File: src/rtl/seq_order_pkg.sv
package seq_order_pkg;

    localparam int STATE_W   = 3;
    localparam int READY_BIT = 0;
    localparam int MATCH_BIT = 2;
    localparam int BTN_N     = 3;

    // bit 0 carries ready, bit 2 carries match; neighbour codes differ by one bit
    typedef enum logic [STATE_W-1:0] {
        ST_START  = 3'b001,
        ST_SAW_A  = 3'b000,
        ST_SAW_AC = 3'b010,
        ST_MATCH  = 3'b110
    } state_e;

    typedef enum logic [2:0] {
        PR_NONE,
        PR_A,
        PR_B,
        PR_C,
        PR_MULTI
    } press_e;

    localparam state_e RESET_STATE = ST_START;

endpackage

File: src/rtl/seq_press_classify.sv
module seq_press_classify
    import seq_order_pkg::*;
(
    input  logic   btn_a,
    input  logic   btn_b,
    input  logic   btn_c,
    output press_e cls
);

    logic [BTN_N-1:0] vec;

    always_comb begin
        vec = {btn_a, btn_b, btn_c};
        unique case (vec)
            3'b000:  cls = PR_NONE;
            3'b100:  cls = PR_A;
            3'b010:  cls = PR_B;
            3'b001:  cls = PR_C;
            default: cls = PR_MULTI;
        endcase
    end

endmodule

File: src/rtl/seq_next_state.sv
module seq_next_state
    import seq_order_pkg::*;
(
    input  state_e cur,
    input  press_e cls,
    output state_e nxt
);

    always_comb begin
        nxt = RESET_STATE;
        unique case (cur)
            ST_START: begin
                unique case (cls)
                    PR_NONE: nxt = ST_START;
                    PR_A:    nxt = ST_SAW_A;
                    default: nxt = ST_START;
                endcase
            end
            ST_SAW_A: begin
                unique case (cls)
                    PR_NONE: nxt = ST_SAW_A;
                    PR_A:    nxt = ST_SAW_A;
                    PR_C:    nxt = ST_SAW_AC;
                    default: nxt = ST_START;
                endcase
            end
            ST_SAW_AC: begin
                unique case (cls)
                    PR_NONE: nxt = ST_SAW_AC;
                    PR_A:    nxt = ST_SAW_A;
                    PR_B:    nxt = ST_MATCH;
                    default: nxt = ST_START;
                endcase
            end
            ST_MATCH: begin
                unique case (cls)
                    PR_NONE: nxt = ST_MATCH;
                    PR_A:    nxt = ST_SAW_A;
                    default: nxt = ST_START;
                endcase
            end
            default: nxt = RESET_STATE;
        endcase
    end

endmodule

File: src/rtl/seq_state_reg.sv
module seq_state_reg
    import seq_order_pkg::*;
(
    input  logic   clk,
    input  logic   rst,
    input  state_e nxt,
    output state_e cur
);

    always_ff @(posedge clk) begin
        if (rst) begin
            cur <= RESET_STATE;
        end else begin
            cur <= nxt;
        end
    end

endmodule

File: src/rtl/seq_order_detector.sv
module seq_order_detector
    import seq_order_pkg::*;
(
    input  logic clk,
    input  logic rst,
    input  logic btn_a,
    input  logic btn_b,
    input  logic btn_c,
    output logic match_o,
    output logic ready_o
);

    press_e cls;
    state_e cur;
    state_e nxt;

    seq_press_classify i_classify (
        .btn_a (btn_a),
        .btn_b (btn_b),
        .btn_c (btn_c),
        .cls   (cls)
    );

    seq_next_state i_next (
        .cur (cur),
        .cls (cls),
        .nxt (nxt)
    );

    seq_state_reg i_reg (
        .clk (clk),
        .rst (rst),
        .nxt (nxt),
        .cur (cur)
    );

    // outputs are plain state bits, no decode
    always_comb begin
        match_o = cur[MATCH_BIT];
        ready_o = cur[READY_BIT];
    end

endmodule

File: config.mk
export PLATFORM = sky130hd
export DESIGN_NAME = seq_order_detector
export DESIGN_NICKNAME = d
export VERILOG_FILES = /design/src/rtl/seq_order_pkg.sv /design/src/rtl/seq_press_classify.sv /design/src/rtl/seq_next_state.sv /design/src/rtl/seq_state_reg.sv /design/src/rtl/seq_order_detector.sv
export SDC_FILE = /design/constraint.sdc
export NUM_CORES = 1
export LEC_CHECK = 0
export BUFFER_PORTS_ARGS = -buffer_cell sky130_fd_sc_hd__buf_2
export CAP_MARGIN = 20
export CORE_AREA = 2 2 39 41
export DETAILED_ROUTE_END_ITERATION = 10
export DIE_AREA = 0 0 41 43
export PLACE_DENSITY = 0.39
export SETUP_SLACK_MARGIN = 0.05
export SLEW_MARGIN = 30
export SYNTH_ARGS = -nofsm -noshare
export SYNTH_HDL_FRONTEND = slang
export SYNTH_SLANG_ARGS = --single-unit
File: constraint.sdc
create_clock -name clk -period 2.3 [get_ports clk]
set_clock_uncertainty 0.15 [all_clocks]
set_input_delay 0.46 -clock clk [delete_from_list [all_inputs] [get_ports clk]]
set_output_delay 0.46 -clock clk [all_outputs]
set_load 0.02 [all_outputs]
==> out/qor.yml, run 1 <==
detailroute.via_count: 185
p_seq_share_pct: 34.0
p_sw_mw: 0.03472
met2WireLength_um: 229
setup.worst_path.class: "in -> reg"
timing_hold_violations_final: 0
postSynth.asyncResetShare_pct: 0
ir_drop_mv: 0.1008
status: "completed"
yosys_most_used_dff: "sky130_fd_sc_hd__dfxtp_1"
synthTopCellsByArea: "sky130_fd_sc_hd__dfxtp_1 (32%), sky130_fd_sc_hd__or4b_1 (11%), sky130_fd_sc_hd__nor4b_2 (8.1%), sky130_fd_sc_hd__a211oi_2 (6.8%), sky130_fd_sc_hd__or4_4 (6.1%)"
post-dp-hpwl_um: 311.1
cts_buffers: 3
hold-path-cell-count: 3
tritoncts: "built"
fp.coreArea_um2: 1384
grt_setup_unrepaired: "false"
antenna_found_initial: 0
die-area_um2: 1763
post-place-ws_ns: 0.5846
post_cts_hold_buffers: 0
switching_share_pct: 21.59
netlist-cell-type-count: 15
setup.worst_path.end_class: "flip-flop"
timing.final.crit_share_pct: 64.03
detailedRoute.firstIterationViolations: 1
number_of_iterations_in_the_first_detailed_routing_pass: 2
max_freq_mhz: 679.0
synth.yosys.seq_area_share_pct: 32.43
global_route.overflow_total: 0
timing.critical_path.slowest_cell_delay_ns: 0.54
fin_nets: 35
ctsHtreeMaxLevel: 1
post-route-drc-count: 0
worst_slew_pin_slew_ns: 0.2344
most_flop_heavy_register: "i_reg.cur"
path_cells: "buf_2 > or4b_1 > a211oi_2 > o21ai_1"
worstPathArrival_ns: 1.43
whs_ns: 0.3046
worstPathRequired_ns: 2.26
cts-root-to-sink-buffers: 2
post-route-min-period_ns: 1.473
via_per_inst: 4.111
timing.critical_path.from_type: "input port"
grt_start_max_net_pins: 8
slew-limit-headroom_pct: 84.15
finish.cell_count_without_fillers: 45
power_density_nw_per_um2: 615.0
die_y_um: 43
synth_fp_nets: 24
place.gp.congestion: 0.7128
power.clock.fraction_pct: 56.1
placedCellCount: 41
biggestRegsByFlops: "i_reg.cur: 3 flops"
finalSetupViolCount: 0
post_synth_instance_area_um2: 185.2
synth_top_area_share_pct: 32.43
largest_register_ffs: 3
placementRows: 14
vias_in_the_first_global_route: 183
initial_utilization_pct: 13.38
ff2ff_path_depth: 3
cts_resized: 0
cpLargestDelayFamily: "simple AND/OR/NAND/NOR gates"
synth_largest_area_cell: "sky130_fd_sc_hd__dfxtp_1"
critPathMaxFanout: 6
global_route.usage.total_pct: 6.206
finalWirelength_um: 381
ys_warn_count: 0
ys_seq_elements: 3
route.layer.met1.wl_um: 145
first_pass_grt_wire_length_um: 703
total_neg_setup_slack_ns: 0
antenna_violating_nets_post_route: 0
slew_viol_final: 0
cp_num_buf_inv: 1
layout_setup_ws_ns: 0.8272
clk_transition_reported_paths_ns: 0.03
cts_post_setup_buffers_inserted: 0
static-leakage-power_nw: 0.09160
synthesis.area_per_instance_um2: 9.746
synth_enable_flop_cells: 0
max_cap_viol_count: 0
area_growth_syn_to_layout_pct: 41.22
cts.root.buffer_cell: "sky130_fd_sc_hd__clkbuf_4"
design.portCount: 7
met3_wirelength_um: 5
portBuffers: 6
route.top_layer_used: "met3"
n_antenna_cell: 0
synthMostInstantiatedCell: "sky130_fd_sc_hd__dfxtp_1"
synthCells: 19
critical-path-slowest-cell: "sky130_fd_sc_hd__or4b_1"
final_layout_size_suffix_gt1_share_pct: 44.83
top_cells_by_instance_count_after_synthesis: "sky130_fd_sc_hd__dfxtp_1 (3), sky130_fd_sc_hd__nor2_1 (2), sky130_fd_sc_hd__or4b_1 (2)"
power.internal_mw: 0.1261
drt-wirelength-per-cell_um: 8.467
critical_path_depth: 4
die_x_um: 41
numClockSinks: 3
comb_power_share_pct: 9.9
hp-class: "in -> reg"
worst_skew_pair.late_latency_ns: 0.23
## kinds of logic (layout without fill, tap and decap cells)
| family | count (synthesis) | in the layout | synth area share, % |
|---|---|---|---|
| compound gates | 4 | 4 | 16.89 |
| xor+xnor | 1 | 1 | 4.731 |
| buf+inv | 1 | 11 | 2.025 |
| flops | 3 | 3 | 32.43 |
| simple gates | 10 | 10 | 43.92 |
## power groups by stage
stage	combinational, mW	clock (mW)	sequential (mW)
after floorplan	0.00690	0	0.0564
after CTS	0.0162	0.0950	0.0547
final	0.0160	0.0902	0.0546
after global routing	0.0181	0.101	0.0549
after detailed placement	0.0162	0	0.0554
after global placement	0.0158	0	0.0553
## final cells by class
type	count	area [um2]
fill	156	1122
multi-input combinational	15	121.4
sequential	3	60.06
timing repair buffer	6	30.03
clock buffer	4	26.28
tap	16	20.02
inverter	1	3.754
## final timing paths
| kind | from | slack, ns | end |
|---|---|---|---|
| worst min register to register | i_reg.cur[0] | 0.39 | i_reg.cur[0] |
| worst min-delay path | rst | 0.30 | i_reg.cur[0] |
| worst max register to register | i_reg.cur[1] | 0.87 | i_reg.cur[0] |
| worst max-delay path | btn_c | 0.83 | i_reg.cur[0] |
## worst min-delay path: stages
cell	delay (ns)
sky130_fd_sc_hd__buf_2	0.10
sky130_fd_sc_hd__a211oi_2	0.03
sky130_fd_sc_hd__o21ai_1	0.05
## cells in the final DEF (no fill, tap or decap)
cell,synthesis,routed
sky130_fd_sc_hd__buf_2,0,6
sky130_fd_sc_hd__clkbuf_4,0,3
sky130_fd_sc_hd__dfxtp_1,3,3
sky130_fd_sc_hd__or4b_1,2,2
sky130_fd_sc_hd__nor2_1,2,2
sky130_fd_sc_hd__o31ai_1,1,1
sky130_fd_sc_hd__nor2b_2,1,1
sky130_fd_sc_hd__or3_1,1,1
sky130_fd_sc_hd__a211oi_2,1,1
sky130_fd_sc_hd__o21ai_1,1,1
sky130_fd_sc_hd__xnor2_1,1,1
sky130_fd_sc_hd__or4_4,1,1
sky130_fd_sc_hd__nor4b_2,1,1
sky130_fd_sc_hd__inv_1,1,1
sky130_fd_sc_hd__nand2_1,1,1
sky130_fd_sc_hd__nor4b_1,1,1
sky130_fd_sc_hd__a31oi_1,1,1
sky130_fd_sc_hd__clkbuf_1,0,1
## through the flow
stage | utilization (%) | area (um2) | total power, mW
4_1_cts | 18.90 | 261.5 | 0.1659
3_3_place_gp | 17.00 | 235.2 | 0.07108
3_5_place_dp | 17.00 | 235.2 | 0.07159
6_report | 18.90 | 261.5 | 0.1608
2_1_floorplan | - | 185.2 | 0.06333
5_1_grt | 18.90 | 261.5 | 0.1742
## layer usage
metal | track usage (%) | vias up
met1 | 6.369 | 90
met5 | 0 | -
met3 | 1.571 | 0
li1 | - | 94
met4 | 8.000 | 0
met2 | 8.438 | 1
No activity file was read; power rests on OpenSTA's default activity.
==> inputs of run 2 (changes only) <==
==> constraint.sdc (replaced) <==
create_clock -name clk -period 1.4 [get_ports clk]
set_clock_uncertainty 0.15 [all_clocks]
set_input_delay 0.28 -clock clk [delete_from_list [all_inputs] [get_ports clk]]
set_output_delay 0.28 -clock clk [all_outputs]
set_load 0.02 [all_outputs]
==> run 2 against run 1 <==
Compared with the run above: the flow now finishes with violations (setup timing); non-clock buffer count increased by 6; worst hold slack got worse by 0.19 ns; cell count is 13% higher; critical path depth decreased by 1; first-iteration DRC count did not move; count of clock-buffer cells in the layout unchanged; utilization increased by 3.9 points; via count grew 16%; sequential share of layout area shrank 2.3 points; highest routed layer unchanged; combinational power rose by 130%; total power is 75% higher.
==> out/qor.yml, run 2 (synthesis gave the netlist of run 1 again) <==
worst_slew_pin_slew_ns: 0.2685  # +0.03402 ns
design.portCount: 7  # unchanged
static-leakage-power_nw: 0.1247  # +36%
whs_ns: 0.1195  # -0.1851 ns
biggestRegsByFlops: "i_reg.cur: 3 flops"
worstPathRequired_ns: 1.37  # -0.89 ns
timing.final.crit_share_pct: 100.5
worstPathArrival_ns: 1.38  # -0.05 ns
worst_skew_pair.late_latency_ns: 0.24  # about the same
cts-root-to-sink-buffers: 2  # unchanged
timing.critical_path.slowest_cell_delay_ns: 0.54  # about the same
largest_register_ffs: 3  # unchanged
critical-path-slowest-cell: "sky130_fd_sc_hd__or4b_4"
final_area_um2: 315.3  # +21%
finalPower_mw: 0.2822  # +75%
finalSetupViolCount: 1  # +1
number_of_iterations_in_the_first_detailed_routing_pass: 2  # unchanged
rrSetupSlack_ns: -0.007  # -0.88 ns
first_pass_grt_wire_length_um: 1000  # +42%
vias_in_the_first_global_route: 253  # +38%
timing.critical_path.from_type: "flip-flop"
numClockSinks: 3  # unchanged
portBuffers: 6  # unchanged
most-common-layout-cells: "sky130_fd_sc_hd__buf_2 (6), sky130_fd_sc_hd__buf_4 (6), sky130_fd_sc_hd__clkbuf_4 (3), sky130_fd_sc_hd__nor2_1 (2)"
via_per_inst: 4.196  # +2.1%
post-route-drc-count: 0  # unchanged
cts_buffers: 3  # unchanged
hp-class: "in -> reg"
global_route.usage.total_pct: 9.228  # +3.0 points
area_growth_syn_to_layout_pct: 70.27
finalWirelength_um: 579  # +52%
global_route.overflow_total: 0  # unchanged
ctsHtreeMaxLevel: 1  # unchanged
cts.root.buffer_cell: "sky130_fd_sc_hd__clkbuf_4"
post_place_instance_area_um2: 285.3  # +21%
n_antenna_cell: 0  # unchanged
placementRows: 14  # unchanged
fin_nets: 41  # +17%
detailedRoute.firstIterationViolations: 1  # unchanged
drt-wirelength-per-cell_um: 11.35  # +34%
antenna_found_initial: 0  # unchanged
critPathMaxFanout: 5  # -1
ir_drop_mv: 0.2793  # +180%
layout_setup_ws_ns: -0.006851  # -0.8341 ns
timing_hold_violations_final: 0  # unchanged
setup.worst_path.class: "reg -> reg"
max_freq_mhz: 710.8
slew-limit-headroom_pct: 81.85  # -2.3 points
max_cap_viol_count: 0  # unchanged
cts_post_setup_buffers_inserted: 0  # unchanged
most_flop_heavy_register: "i_reg.cur"
initial_utilization_pct: 13.38  # unchanged
grt_setup_unrepaired: "true"
failed_checks: "setup timing"
die-area_um2: 1763  # unchanged
post-dp-hpwl_um: 460.3  # +48%
fp.coreArea_um2: 1384  # unchanged
grt_start_max_net_pins: 6  # -2
post-place-ws_ns: -0.06756  # -0.6521 ns
die_y_um: 43  # unchanged
setup.worst_path.end_class: "flip-flop"
antenna_violating_nets_post_route: 0  # unchanged
tritoncts: "built"
status: "complete, but fails checks"
post-route-min-period_ns: 1.407
place.gp.congestion: 0.7530  # +5.6%
slew_viol_final: 0  # unchanged
power_density_nw_per_um2: 895.0  # +46%
layout.core_utilization_pct: 22.78  # +3.9 points
detailroute.via_count: 214  # +16%
final_layout_size_suffix_gt1_share_pct: 62.86  # +18 points
die_x_um: 41  # unchanged
path_cells: "or4b_4 > a211oi_2 > o21ai_1"
clk_transition_reported_paths_ns: 0.04  # about the same
run 2: path summary, 6_finish.rpt:
| kind | depth (start not counted) | endpoint | startpoint |
|---|---|---|---|
| setup / recovery | 3 | i_reg.cur[0] | i_reg.cur[1] |
| hold / removal | 3 | i_reg.cur[0] | rst |
| setup reg to reg | 3 | i_reg.cur[0] | i_reg.cur[1] |
| hold reg to reg | 2 | i_reg.cur[2] | i_reg.cur[0] |
run 2: critical path: cells and delay by family (launching register included):
family / cells / cell delay, ns
compound gates: 2 / 0.26
flops: 1 / 0.34
simple gates: 1 / 0.54
run 2: layout make-up:
| cell class | count | area, um2 |
|---|---|---|
| flip-flops and latches | 3 | 65.06 |
| multi-input cells | 15 | 125.1 |
| repair buffers | 12 | 75.07 |
| well taps | 16 | 20.02 |
| inverters | 1 | 3.754 |
| fillers | 166 | 1069 |
| clock buffers | 4 | 26.28 |
run 2: repair_timing:
action / in CTS / in global routing
setup endpoints to repair: 2 / 2
resized for setup: 1 / 0
hold buffers: 0 / 0
run 2: through the flow:
| stage | instances | TNS [ns] |
|---|---|---|
| global route | 51 | -0.09052 |
| finish | 51 | -0.006851 |
| floorplan | 19 | 0 |
| CTS | 51 | -0.01507 |
| global placement | 47 | -0.01934 |
| detailed placement | 47 | -0.07034 |
run 2: per-layer routing:
metal  track usage (%)  routed length [um]  vias to the layer above
met5                 0                   0                        -
met4             10.00                   0                        0
met3             3.141                  14                        0
met2             13.75                 339                        4
met1             8.654                 226                      103
li1                  -                   -                      107
run 2: report_power, final:
| part | total, mW | switching [mW] | internal, mW |
|---|---|---|---|
| sequential | 0.0870 | 0.00128 | 0.0858 |
| clock | 0.158 | 0.0512 | 0.107 |
| combinational | 0.0367 | 0.0172 | 0.0195 |
==> inputs of run 3 (changes only) <==
--- a/config.mk
+++ b/config.mk
@@ -10,7 +10,7 @@
 export CORE_AREA = 2 2 39 41
 export DETAILED_ROUTE_END_ITERATION = 10
 export DIE_AREA = 0 0 41 43
-export PLACE_DENSITY = 0.39
+export PLACE_DENSITY = 0.3
 export SETUP_SLACK_MARGIN = 0.05
 export SLEW_MARGIN = 30
 export SYNTH_ARGS = -nofsm -noshare
==> run 3 against run 2 <==
Compared with the run above: the flow now finishes without violations; combinational power decreased by 5%; count of clock-buffer cells in the layout stayed put; routed wire length down 20%; first-iteration DRC count down 100%; setup slack improved by 0.029 ns; critical path depth unchanged; non-clock buffer count decreased by 1; maximum frequency rose by 2.1%; via count decreased by 3.3%; sequential power shrank 1%; highest routed layer is now met4.
==> out/qor.yml, run 3 (synthesis gave the netlist of run 1 again) <==
status: "completed"
cts-root-to-sink-buffers: 2  # unchanged
post-route-min-period_ns: 1.378  # -0.02917 ns
timing.critical_path.slowest_cell_delay_ns: 0.51  # -0.03 ns
grt_setup_unrepaired: "true"
number_of_iterations_in_the_first_detailed_routing_pass: 1  # -1
timing_hold_violations_final: 0  # unchanged
cts.root.buffer_cell: "sky130_fd_sc_hd__clkbuf_4"
final_area_um2: 327.8  # +4.0%
clk_transition_reported_paths_ns: 0.04  # about the same
area_growth_syn_to_layout_pct: 77.03
power_density_nw_per_um2: 834.4  # -6.8%
n_fill_cell: 156  # -6.0%
post_place_instance_area_um2: 270.3  # -5.3%
post_cts_hold_buffers: 0  # unchanged
whs_ns: 0.1273  # +0.007870 ns
vias_in_the_first_global_route: 221  # -13%
finalWirelength_um: 461  # -20%
design.portCount: 7  # unchanged
drt-wirelength-per-cell_um: 9.220  # -19%
global_route.usage.total_pct: 7.021  # -2.2 points
setup.worst_path.class: "reg -> reg"
post-dp-hpwl_um: 370.7  # -19%
path_cells: "or4b_4 > a211oi_2 > o21ai_1"
cp_num_buf_inv: 0  # unchanged
worstPathArrival_ns: 1.34  # -0.04 ns
timing.critical_path.from_type: "flip-flop"
most-common-layout-cells: "sky130_fd_sc_hd__buf_2 (6), sky130_fd_sc_hd__buf_4 (4), sky130_fd_sc_hd__clkbuf_4 (3), sky130_fd_sc_hd__nor2_1 (2), sky130_fd_sc_hd__dfxtp_4 (2)"
die_x_um: 41  # unchanged
fin_nets: 40  # -2.4%
ctsHtreeMaxLevel: 1  # unchanged
antenna_found_initial: 0  # unchanged
initial_utilization_pct: 13.38  # unchanged
global_route.overflow_total: 0  # unchanged
n_antenna_cell: 0  # unchanged
most_flop_heavy_register: "i_reg.cur"
finalSetupViolCount: 0  # -1
timing.final.crit_share_pct: 98.41  # -2.1 points
numClockSinks: 3  # unchanged
static-leakage-power_nw: 0.1266  # +1.5%
ir_drop_mv: 0.1713  # -39%
critPathMaxFanout: 2  # -3
antenna_violating_nets_post_route: 0  # unchanged
via_per_inst: 4.140  # -1.3%
layout_commonest_cell: "sky130_fd_sc_hd__buf_2"
tritoncts: "built"
grt_start_max_net_pins: 7  # +1
worst_slew_pin_slew_ns: 0.2527  # -0.01580 ns
place.gp.congestion: 0.7028  # -6.7%
placementRows: 14  # unchanged
hp-class: "in -> reg"
finalPower_mw: 0.2735  # -3.1%
max_cap_viol_count: 0  # unchanged
final_layout_size_suffix_gt1_share_pct: 61.76  # -1.1 points
fp.coreArea_um2: 1384  # unchanged
slew_viol_final: 0  # unchanged
die-area_um2: 1763  # unchanged
largest_register_ffs: 3  # unchanged
worstPathRequired_ns: 1.36  # about the same
detailroute.via_count: 207  # -3.3%
setup.worst_path.end_class: "flip-flop"
max_freq_mhz: 725.9  # +2.1%
biggestRegsByFlops: "i_reg.cur: 3 flops"
detailedRoute.firstIterationViolations: 0  # -1
first_pass_grt_wire_length_um: 752  # -25%
worst_skew_pair.late_latency_ns: 0.24  # about the same
cpLargestDelayFamily: "simple AND/OR/NAND/NOR gates"
slew-limit-headroom_pct: 82.92  # +1.1 points
portBuffers: 6  # unchanged
critical-path-slowest-cell: "sky130_fd_sc_hd__or4b_4"
die_y_um: 43  # unchanged
total_neg_setup_slack_ns: 0  # +0.006851 ns
post-route-drc-count: 0  # unchanged
layout_setup_ws_ns: 0.02232  # +0.02917 ns
post-place-ws_ns: -0.05437  # +0.01319 ns
cts_buffers: 3  # unchanged
[run 3: worst register-to-register path: cells and delay by family, from the launching register on]
family	cells	cell delay [ns]
AND/OR/NAND/NOR	1	0.51
AO/OA/AOI/OAI	2	0.27
flip-flops	1	0.33
[run 3: final timing paths]
check	slack (ns)	cells past startpoint	to	from
max	0.02	3	i_reg.cur[0]	i_reg.cur[1]
min reg2reg	0.41	2	i_reg.cur[0]	i_reg.cur[0]
max reg2reg	0.02	3	i_reg.cur[0]	i_reg.cur[1]
min	0.13	3	i_reg.cur[0]	rst
[run 3: cell type report]
cell class / instances / area (um2) / area share [%]
tap: 16 / 20.02 / 6.107
multi-input combinational: 15 / 138.9 / 42.37
inverter: 1 / 3.754 / 1.145
sequential: 3 / 67.56 / 20.61
timing repair buffer: 11 / 71.32 / 21.76
clock buffer: 4 / 26.28 / 8.015
[run 3: power breakdown]
part	leakage [nW]	internal, mW	switching [mW]	total, mW
combinational	0.0856	0.0181	0.0167	0.0348
sequential	0.0259	0.0840	0.00188	0.0859
clock	0.0150	0.107	0.0460	0.153
[run 3: per-stage QoR]
step           cells  utilization (%)
6_report          50            23.69
5_1_grt           50            23.69
4_1_cts           50            22.42
3_5_place_dp      45            19.53
3_3_place_gp      45            19.53
2_1_floorplan     19                -
[run 3: layer usage]
metal  global-route usage [%]  up-vias  part of all wire [%]
li1                         -      104                     -
met1                    6.090       96                    36
met2                    10.31        5                    56
met3                    1.571        2                   3.7
met4                    10.00        0                   4.1
met5                        0        -                     0
[run 3: what timing repair did]
action / CTS / global route
setup endpoints to repair: 2 / 2
gates resized for setup: 2 / 3
setup buffers: 1 / 0
pin swaps: 2 / 1
